<file path="config.mk">
export PLATFORM = sky130hd
export DESIGN_NAME = i2c_irq_ctrl
export DESIGN_NICKNAME = d
export VERILOG_FILES = /design/src/rtl/i2c_irq_pkg.sv /design/src/rtl/i2c_irq_event_bank.sv /design/src/rtl/i2c_irq_abort_cause.sv /design/src/rtl/i2c_irq_regif.sv /design/src/rtl/i2c_irq_ctrl.sv
export SDC_FILE = /design/constraint.sdc
export NUM_CORES = 1
export LEC_CHECK = 0
export BUFFER_PORTS_ARGS = -buffer_cell sky130_fd_sc_hd__buf_4
export CAP_MARGIN = 30
export CELL_PAD_IN_SITES_DETAIL_PLACEMENT = 1
export CELL_PAD_IN_SITES_GLOBAL_PLACEMENT = 1
export CORE_MARGIN = 2
export CORE_UTILIZATION = 25
export DETAILED_ROUTE_END_ITERATION = 12
export PLACE_DENSITY_LB_ADDON = 0.05
export SLEW_MARGIN = 20
export SYNTH_ARGS = -nofsm -noshare
export SYNTH_HDL_FRONTEND = slang
export SYNTH_SLANG_ARGS = --single-unit
</file>
<file path="constraint.sdc">
create_clock -name clk_i -period 2.21 [get_ports clk_i]
set_input_delay 0.442 -clock clk_i [delete_from_list [all_inputs] [get_ports clk_i]]
set_output_delay 0.442 -clock clk_i [all_outputs]
set_load 0.03 [all_outputs]
</file>
<file path="src/rtl/i2c_irq_pkg.sv">
package i2c_irq_pkg;
  localparam int unsigned NUM_EVT = 12;
  localparam int unsigned ABRT_W  = 13;

  localparam int unsigned EV_RX_FULL  = 2;
  localparam int unsigned EV_TX_EMPTY = 4;
  localparam int unsigned EV_TX_ABORT = 6;

  localparam logic [NUM_EVT-1:0] LEVEL_MASK = 12'h014;
  localparam logic [ABRT_W-1:0]  ABRT_VALID = 13'h1EBF;

  localparam int unsigned A_MASKED   = 'h00;
  localparam int unsigned A_RAW      = 'h04;
  localparam int unsigned A_MASK     = 'h08;
  localparam int unsigned A_CAUSE    = 'h0C;
  localparam int unsigned A_BUS      = 'h10;
  localparam int unsigned A_CLR_ALL  = 'h14;
  localparam int unsigned A_CLR_BASE = 'h20;
endpackage

</file>
<file path="src/rtl/i2c_irq_event_bank.sv">
module i2c_irq_event_bank
  import i2c_irq_pkg::*;
#(
  parameter int unsigned N = NUM_EVT,
  parameter logic [N-1:0] LEVEL = LEVEL_MASK
) (
  input  logic         clk_i,
  input  logic         rst_ni,
  input  logic [N-1:0] evt_i,
  input  logic [N-1:0] clr_i,
  input  logic         clr_all_i,
  output logic [N-1:0] raw_o
);

  for (genvar i = 0; i < N; i++) begin : g_bit
    if (LEVEL[i]) begin : g_lvl
      assign raw_o[i] = evt_i[i];
      // decoder must never aim a clear at a level source
      p_noclr_r2: assert property (@(posedge clk_i) disable iff (!rst_ni) !clr_i[i]);
    end else begin : g_stk
      logic q;
      always_ff @(posedge clk_i or negedge rst_ni) begin
        if (!rst_ni)                   q <= 1'b0;
        else if (evt_i[i])             q <= 1'b1;  // set wins over clear
        else if (clr_i[i] || clr_all_i) q <= 1'b0;
      end
      assign raw_o[i] = q;

      p_hold_r1: assert property (@(posedge clk_i) disable iff (!rst_ni)
        (raw_o[i] && !clr_i[i] && !clr_all_i) |=> raw_o[i]);
      p_clear_r5: assert property (@(posedge clk_i) disable iff (!rst_ni)
        (clr_i[i] && !evt_i[i]) |=> !raw_o[i]);
      p_same_cycle_r7: assert property (@(posedge clk_i) disable iff (!rst_ni)
        (evt_i[i] && (clr_i[i] || clr_all_i)) |=> raw_o[i]);
    end
  end

endmodule

</file>
<file path="src/rtl/i2c_irq_abort_cause.sv">
module i2c_irq_abort_cause
  import i2c_irq_pkg::*;
#(
  parameter int unsigned W = ABRT_W,
  parameter logic [W-1:0] VALID = ABRT_VALID
) (
  input  logic         clk_i,
  input  logic         rst_ni,
  input  logic         abort_i,
  input  logic [W-1:0] cause_i,
  input  logic         clr_i,
  output logic [W-1:0] cause_o,
  output logic         flush_o
);

  logic [W-1:0] cause_q;
  logic [W-1:0] new_bits;
  logic         flush_q;

  assign new_bits = abort_i ? (cause_i & VALID) : '0;

  always_ff @(posedge clk_i or negedge rst_ni) begin
    if (!rst_ni) begin
      cause_q <= '0;
      flush_q <= 1'b0;
    end else begin
      cause_q <= (clr_i ? '0 : cause_q) | new_bits;
      flush_q <= abort_i;
    end
  end

  assign cause_o = cause_q;
  assign flush_o = flush_q;

  p_flush_r11: assert property (@(posedge clk_i) disable iff (!rst_ni)
    abort_i |=> flush_o);
  p_flush_once_r11: assert property (@(posedge clk_i) disable iff (!rst_ni)
    !abort_i |=> !flush_o);
  p_cause_clr_r9: assert property (@(posedge clk_i) disable iff (!rst_ni)
    (clr_i && !abort_i) |=> (cause_o == '0));
  p_cause_keep_r8: assert property (@(posedge clk_i) disable iff (!rst_ni)
    (abort_i && cause_i[0]) |=> cause_o[0]);

endmodule

</file>
<file path="src/rtl/i2c_irq_regif.sv">
module i2c_irq_regif
  import i2c_irq_pkg::*;
#(
  parameter int unsigned ADDR_W = 8,
  parameter int unsigned DATA_W = 32,
  parameter int unsigned N      = NUM_EVT,
  parameter int unsigned W      = ABRT_W,
  parameter logic [N-1:0] LEVEL = LEVEL_MASK
) (
  input  logic              clk_i,
  input  logic              rst_ni,
  input  logic [ADDR_W-1:0] addr_i,
  input  logic              rd_en_i,
  input  logic              wr_en_i,
  input  logic [DATA_W-1:0] wdata_i,
  input  logic [N-1:0]      raw_i,
  input  logic [W-1:0]      cause_i,
  input  logic              bus_active_i,
  output logic [N-1:0]      masked_o,
  output logic [N-1:0]      clr_o,
  output logic              clr_all_o,
  output logic [DATA_W-1:0] rdata_o
);

  logic [N-1:0] mask_q;
  logic         unused_wdata;

  assign unused_wdata = ^wdata_i[DATA_W-1:N];

  always_ff @(posedge clk_i or negedge rst_ni) begin
    if (!rst_ni) mask_q <= '0;
    else if (wr_en_i && addr_i == ADDR_W'(A_MASK)) mask_q <= wdata_i[N-1:0];
  end

  assign masked_o  = raw_i & mask_q;
  assign clr_all_o = rd_en_i && (addr_i == ADDR_W'(A_CLR_ALL));

  for (genvar i = 0; i < N; i++) begin : g_clr
    if (LEVEL[i]) begin : g_none
      assign clr_o[i] = 1'b0;
    end else begin : g_dec
      assign clr_o[i] = rd_en_i && (addr_i == ADDR_W'(A_CLR_BASE + 4 * i));
    end
  end

  always_comb begin
    rdata_o = '0;
    case (addr_i)
      ADDR_W'(A_MASKED): rdata_o[N-1:0] = masked_o;
      ADDR_W'(A_RAW):    rdata_o[N-1:0] = raw_i;
      ADDR_W'(A_MASK):   rdata_o[N-1:0] = mask_q;
      ADDR_W'(A_CAUSE):  rdata_o[W-1:0] = cause_i;
      ADDR_W'(A_BUS):    rdata_o[0]     = bus_active_i;
      default: begin
        for (int i = 0; i < int'(N); i++)
          if (addr_i == ADDR_W'(A_CLR_BASE + 4 * i)) rdata_o[0] = raw_i[i];
      end
    endcase
  end

  p_mask_hold_r3: assert property (@(posedge clk_i) disable iff (!rst_ni)
    !wr_en_i |=> $stable(mask_q));

endmodule

</file>
<file path="src/rtl/i2c_irq_ctrl.sv">
module i2c_irq_ctrl
  import i2c_irq_pkg::*;
#(
  parameter int unsigned ADDR_W = 8,
  parameter int unsigned DATA_W = 32
) (
  input  logic              clk_i,
  input  logic              rst_ni,
  input  logic [ADDR_W-1:0] addr_i,
  input  logic              rd_en_i,
  input  logic              wr_en_i,
  input  logic [DATA_W-1:0] wdata_i,
  output logic [DATA_W-1:0] rdata_o,
  input  logic [NUM_EVT-1:0] evt_i,
  input  logic [ABRT_W-1:0] abrt_cause_i,
  input  logic              bus_active_i,
  output logic              irq_o,
  output logic              flush_o
);

  logic [NUM_EVT-1:0] raw;
  logic [NUM_EVT-1:0] masked;
  logic [NUM_EVT-1:0] clr;
  logic               clr_all;
  logic [ABRT_W-1:0]  cause;

  i2c_irq_event_bank #(.N(NUM_EVT), .LEVEL(LEVEL_MASK)) u_bank (
    .clk_i     (clk_i),
    .rst_ni    (rst_ni),
    .evt_i     (evt_i),
    .clr_i     (clr),
    .clr_all_i (clr_all),
    .raw_o     (raw)
  );

  i2c_irq_abort_cause #(.W(ABRT_W), .VALID(ABRT_VALID)) u_cause (
    .clk_i   (clk_i),
    .rst_ni  (rst_ni),
    .abort_i (evt_i[EV_TX_ABORT]),
    .cause_i (abrt_cause_i),
    .clr_i   (clr[EV_TX_ABORT] | clr_all),
    .cause_o (cause),
    .flush_o (flush_o)
  );

  i2c_irq_regif #(
    .ADDR_W(ADDR_W), .DATA_W(DATA_W), .N(NUM_EVT), .W(ABRT_W), .LEVEL(LEVEL_MASK)
  ) u_regif (
    .clk_i        (clk_i),
    .rst_ni       (rst_ni),
    .addr_i       (addr_i),
    .rd_en_i      (rd_en_i),
    .wr_en_i      (wr_en_i),
    .wdata_i      (wdata_i),
    .raw_i        (raw),
    .cause_i      (cause),
    .bus_active_i (bus_active_i),
    .masked_o     (masked),
    .clr_o        (clr),
    .clr_all_o    (clr_all),
    .rdata_o      (rdata_o)
  );

  assign irq_o = |masked;

  p_irq_evt_r4: assert property (@(posedge clk_i) disable iff (!rst_ni)
    (evt_i[EV_TX_ABORT] && rdata_o[EV_TX_ABORT] && addr_i == ADDR_W'(A_MASK) && !wr_en_i)
    |=> irq_o);
  p_clr_all_r6: assert property (@(posedge clk_i) disable iff (!rst_ni)
    (rd_en_i && addr_i == ADDR_W'(A_CLR_ALL) && evt_i == '0)
    |=> ((raw & ~LEVEL_MASK) == '0 && cause == '0));

endmodule

</file>
**Word-level counts from Yosys, hierarchy flattened**

Index checks and enable logic that the tools add are counted.

- Input bits: 70
- Output and inout port bits: 34
- Word-level logic and storage cells: 104
- Bits in registers: 36

- Reductions and logical operators: 34
- Muxes and demuxes: 37
- Eq/ne operators: 17
- Bitwise logic cells: 3

Operators with widths:

| kind | count |
|---|---|
| 8-bit by 6-bit equality test with 1-bit output, second input constant | 8 |
| 11-bit one-hot mux with 4 select lines | 1 |
| 1-bit two-way mux | 33 |
| 8-bit by 7-bit equality test with 1-bit output, second input constant | 4 |
| 13-bit two-way mux | 2 |
| 2-bit nonzero test | 10 |
| 8-bit by 4-bit equality test with 1-bit output, second input constant | 2 |
| 8-bit by 5-bit equality test with 1-bit output, second input constant | 2 |
| 13-bit bitwise OR | 1 |
| 12-bit AND | 1 |
| 1-bit logical AND | 12 |
| 12-bit OR reduction | 1 |
| 1-bit logical OR | 10 |
| 8-bit by 3-bit equality test with 1-bit output, second input constant | 1 |
| 8-bit logical NOT | 1 |
| 1-bit one-hot mux with 5 select lines | 1 |
| 1-bit bitwise OR | 1 |

**Longest topological paths before layout**

- Depth after elaboration: 14
- Depth in mapped cells: 7

**Modules after synthesis**

From an unflattened synthesis, not the netlist that was laid out.

- Cells, all modules: 261
- Area, all modules: 2308.5 um2

By module, submodules not included:

| module | times used | cells an instance | area an instance (um2) |
|---|---|---|---|
| i2c_irq_regif | 1 | 163 | 1297.5 |
| i2c_irq_abort_cause | 1 | 50 | 516.7 |
| i2c_irq_event_bank | 1 | 43 | 464.2 |
| i2c_irq_ctrl | 1 | 5 | 30.0 |

**Least setup slack after synthesis**

OpenSTA, ideal clock, no wires.

- Path type: input to output
- Start point: input port addr_i[4]
- End point: output port rdata_o[0]
- Stages: 6
- Path slack: -0.437 ns
- Buffers on the path: 1
- Data arrival time: 2.205 ns
- Required time: 1.768 ns
- Path through: buf_2 -> or4b_4 -> a211oi_2 -> a41o_1 -> a222oi_1 -> o31ai_1

- Longest elaborated chain between the ends: 14
- Elaborated cells between the ends (all ways): 30
- Classes of those cells: eq/ne (16); mux (13); reduce/logical (1)

RTL lines:

| item | RTL line | RTL |
|---|---|---|
| from (decl) | i2c_irq_ctrl.sv:9 | `input logic [ADDR_W-1:0] addr_i,` |
| 8-bit by 6-bit equality test with 1-bit output | i2c_irq_regif.sv:56 | `if (addr_i == ADDR_W'(A_CLR_BASE + 4 * i)) rdata_o[0] = raw_i[i];` |
| 1-bit two-way mux (12 in series) | i2c_irq_regif.sv:56 |  |
| 1-bit one-hot mux with 5 select lines * | i2c_irq_regif.sv:48 | `case (addr_i)` |
| to (decl) | i2c_irq_ctrl.sv:13 | `output logic [DATA_W-1:0] rdata_o,` |

Every way passes the cells marked *; elsewhere a longest branch is shown, timed or not.

**Worst setup path after layout**

- Start point: input port addr_i[5]
- End point: output port rdata_o[0]

Same word-level chain as after synthesis.

==> summary.txt <==
Final Critical Period - 2430 ps
critical path arrival - 1980 ps
CP max-delay cell - or4b_4
NetSw - 0.422 mW
Rel. slew slack - 65.7%
via/cell ratio - 4.82
met1 Usage GRT - 23.0%
HP Class - primary input to asynchronous set/reset pin
Lkg Pwr - 1.44 nW
Distinct cells, synth - 45
WL final - 7020 microns
power share of the clock group - 34.3%
layout cell share with drive strength beyond 1 - 47.9%
worst path cell trace - buf_6, or4b_4, buf_4, o2bb2ai_1, a32oi_1, o2bb2ai_1, o31ai_4, buf_6
initial DRC count - 55
Worst Tran Pin Value - 514 ps
Worst Setup End Kind - primary output
Syn Area/Cell - 10.3 sq um
Final TNS setup - -250 ps
RSZ-0062 raised after global routing - yes
Synth top cells by count - dfrtp_1 (34), buf_4 (19), nand2_1 (16)
setup violators final - 2
max-capacitance violation count - 0
Reg2Reg Depth - 1
r2r setup slk - 1380 ps
Synth area leaders - dfrtp_1 (41%), mux2_4 (7.2%), buf_4 (6.8%), a22o_1 (5.9%), o2111ai_1 (4.2%)
worst skew pair latency - 290 ps
Avg WL per Cell - 17.7 microns
Seq pwr share - 45.1%
Hold Fails Final Rpt - 0
H-tree levels - 2
reg-to-reg endpoint - u_regif.mask_q[1]$_DFFE_PN0P_
status - finished, violations left
vias - 1914
worst vdd ir - 0.207 mV
Sw Share - 29.2%
WHS - 92.0 ps
effective utilization at floorplan - 25.7%
Critical Path RT - 1770 ps
DRT Pass-1 Iters - 5
max-slew violations - 0
power per cell area - 464 nW/um^2
CP max stage delay - 570 ps
r2r startpoint - u_regif.mask_q[1]$_DFFE_PN0P_
Diodes inserted - 0
largest net degree at the start of global routing - 35
CTS root buffer - clkbuf_8
Max Fanout on Critical Path - 3
port bufs - 62
Global Route met2 Usage - 26.8%
antenna viol nets, final - 0
post-DP HPWL - 5300 microns
cell area after synthesis - 2090 sq um
Die Wd - 95.4 microns
Async SR Flop Fraction - 100%
most common cell in the synthesized netlist - dfrtp_1
startpoint types - primary input
area of the core - 8130 sq um
Sink Count - 34
CTS tree - built
full die area - 9090 sq um
GRT Total Usage - 16.4%
setup ws final - -216 ps
post-synth top area share - 40.8%
Clock Tree Buf Depth - 2
final period utilization - 110%
met3 usage - 2.77%
failing checks - negative setup slack
Final Util - 38.3%
GRT Max-Usage Layer - met2
crit path kind - primary input to primary output
Reg clk slew, reported paths - 70 ps
post-route insts no fill - 397
grt ovf - 0
vias in the first global route - 2009
Post-Syn Instances - 202
Layout area overhead - 49.1%
die height - 95.4 microns
yosys warns - 0
Gate power share - 20.6%
I/O Pins - 104
Post-route DRC - 0
fmax - 412 MHz
EDFF count, synth - 0
CTS buffer count - 5
#FFs+latches synth - 34
Power Internal - 1.02 mW
placed insts - 384
gpl congestion - 0.807
initial antenna violation count - 0
first-pass GRT wire length - 11100 microns
Synth Flop Type - dfrtp_1
Final #Nets - 361
Seq/Total Area, Yosys - 40.8%
final setup skew - 0 ps
Synth area leader - dfrtp_1
std cell rows - 33
==> cell type report <==
class / count / area (sq um)
Clock inverter: 1 / 5.00
Timing Repair Buffer: 96 / 828
Sequential cell: 34 / 851
Clock buffer: 7 / 86.3
Inverter: 2 / 7.51
Multi-Input combinational cell: 152 / 1200
Tap cell: 105 / 131
Fill cell: 907 / 5020
==> critical path, delay by kind of cell <==
family,cells,cell delay (ps)
buffers and inverters,3,400
and+or+nand+nor,1,570
AOI/OAI and AO/OA,4,560
==> flip-flops by register name (all words and copies together) (netlist names) <==
| name | count |
|---|---|
| u_regif.mask_q | 12 |
| u_cause.flush_o | 1 |
| u_bank.g_bit.g_stk.q | 10 |
| u_cause.cause_o | 11 |
==> repair_timing <==
| item | in CTS | in global routing |
|---|---|---|
| setup buffers | 2 | 2 |
| hold buffers | 0 | 0 |
| gates resized for setup | 15 | 31 |
| pin swaps | 4 | 16 |
| gates cloned | 1 | 0 |
| setup endpoints to repair | 12 | 13 |
==> metal layers <==
metal	wire length [microns]	up-vias
li1	-	922
met4	43	0
met1	3220	933
met2	3470	54
met3	288	5
met5	0	-
==> through the flow <==
step / area [sq um] / worst slack [ps] / power [mW]
finish: 3110 / -216 / 1.44
global route: 3110 / -262 / 1.52
CTS: 2980 / -201 / 1.45
detailed placement: 2790 / -295 / 0.943
global placement: 2790 / -301 / 0.943
floorplan: 2170 / -100 / 0.823
==> placed cells by master (no fill, tap or decap), drive strengths merged, types with 2 or more instances in the layout <==
cell type | netlist | final
nand2 | 17 | 17
o21ai | 6 | 6
a21o | 5 | 5
nor2b | 2 | 2
a31oi | 2 | 2
nor3 | 3 | 3
nor2 | 7 | 7
o2bb2ai | 2 | 2
nand3 | 8 | 8
a221oi | 3 | 3
o2111ai | 10 | 10
a22oi | 9 | 9
conb | 1 | 19
mux2 | 12 | 12
clkbuf | 7 | 7
nand2b | 2 | 2
inv | 2 | 2
a22o | 14 | 14
nor4b | 2 | 2
nand4 | 2 | 2
and3 | 4 | 4
buf | 25 | 96
dfrtp | 34 | 34
and2 | 3 | 3
a31o | 5 | 5
==> logic make-up (layout without fill, tap and decap cells) <==
| kind of cell | after synthesis | count (layout) | share of synthesized area [%] |
|---|---|---|---|
| AO/OA/AOI/OAI | 64 | 64 | 24.7 |
| buffers and inverters | 34 | 106 | 10.2 |
| flip-flops | 34 | 34 | 40.8 |
| multiplexers | 14 | 14 | 9.83 |
| other | 1 | 19 | 0.180 |
| AND/OR/NAND/NOR | 55 | 55 | 14.3 |
==> worst max-delay path by stage <==
stage	start	endpoint	slack, ps
final	addr_i[5]	rdata_o[0]	-220
after global routing	addr_i[5]	rdata_o[0]	-260
after CTS	addr_i[4]	rdata_o[0]	-200
after detailed placement	addr_i[7]	rdata_o[0]	-290
after global placement	addr_i[7]	rdata_o[0]	-300
after floorplan	addr_i[4]	rdata_o[0]	-100
==> power groups by stage <==
stage          clock (mW)  sequential, mW  combinational, mW
3_3_place_gp            0           0.663              0.280
6_report            0.496           0.652              0.297
2_1_floorplan           0           0.659              0.164
5_1_grt             0.540           0.654              0.322
4_1_cts             0.506           0.651              0.290
3_5_place_dp            0           0.663              0.281
Power figures use the tool's default switching activity.
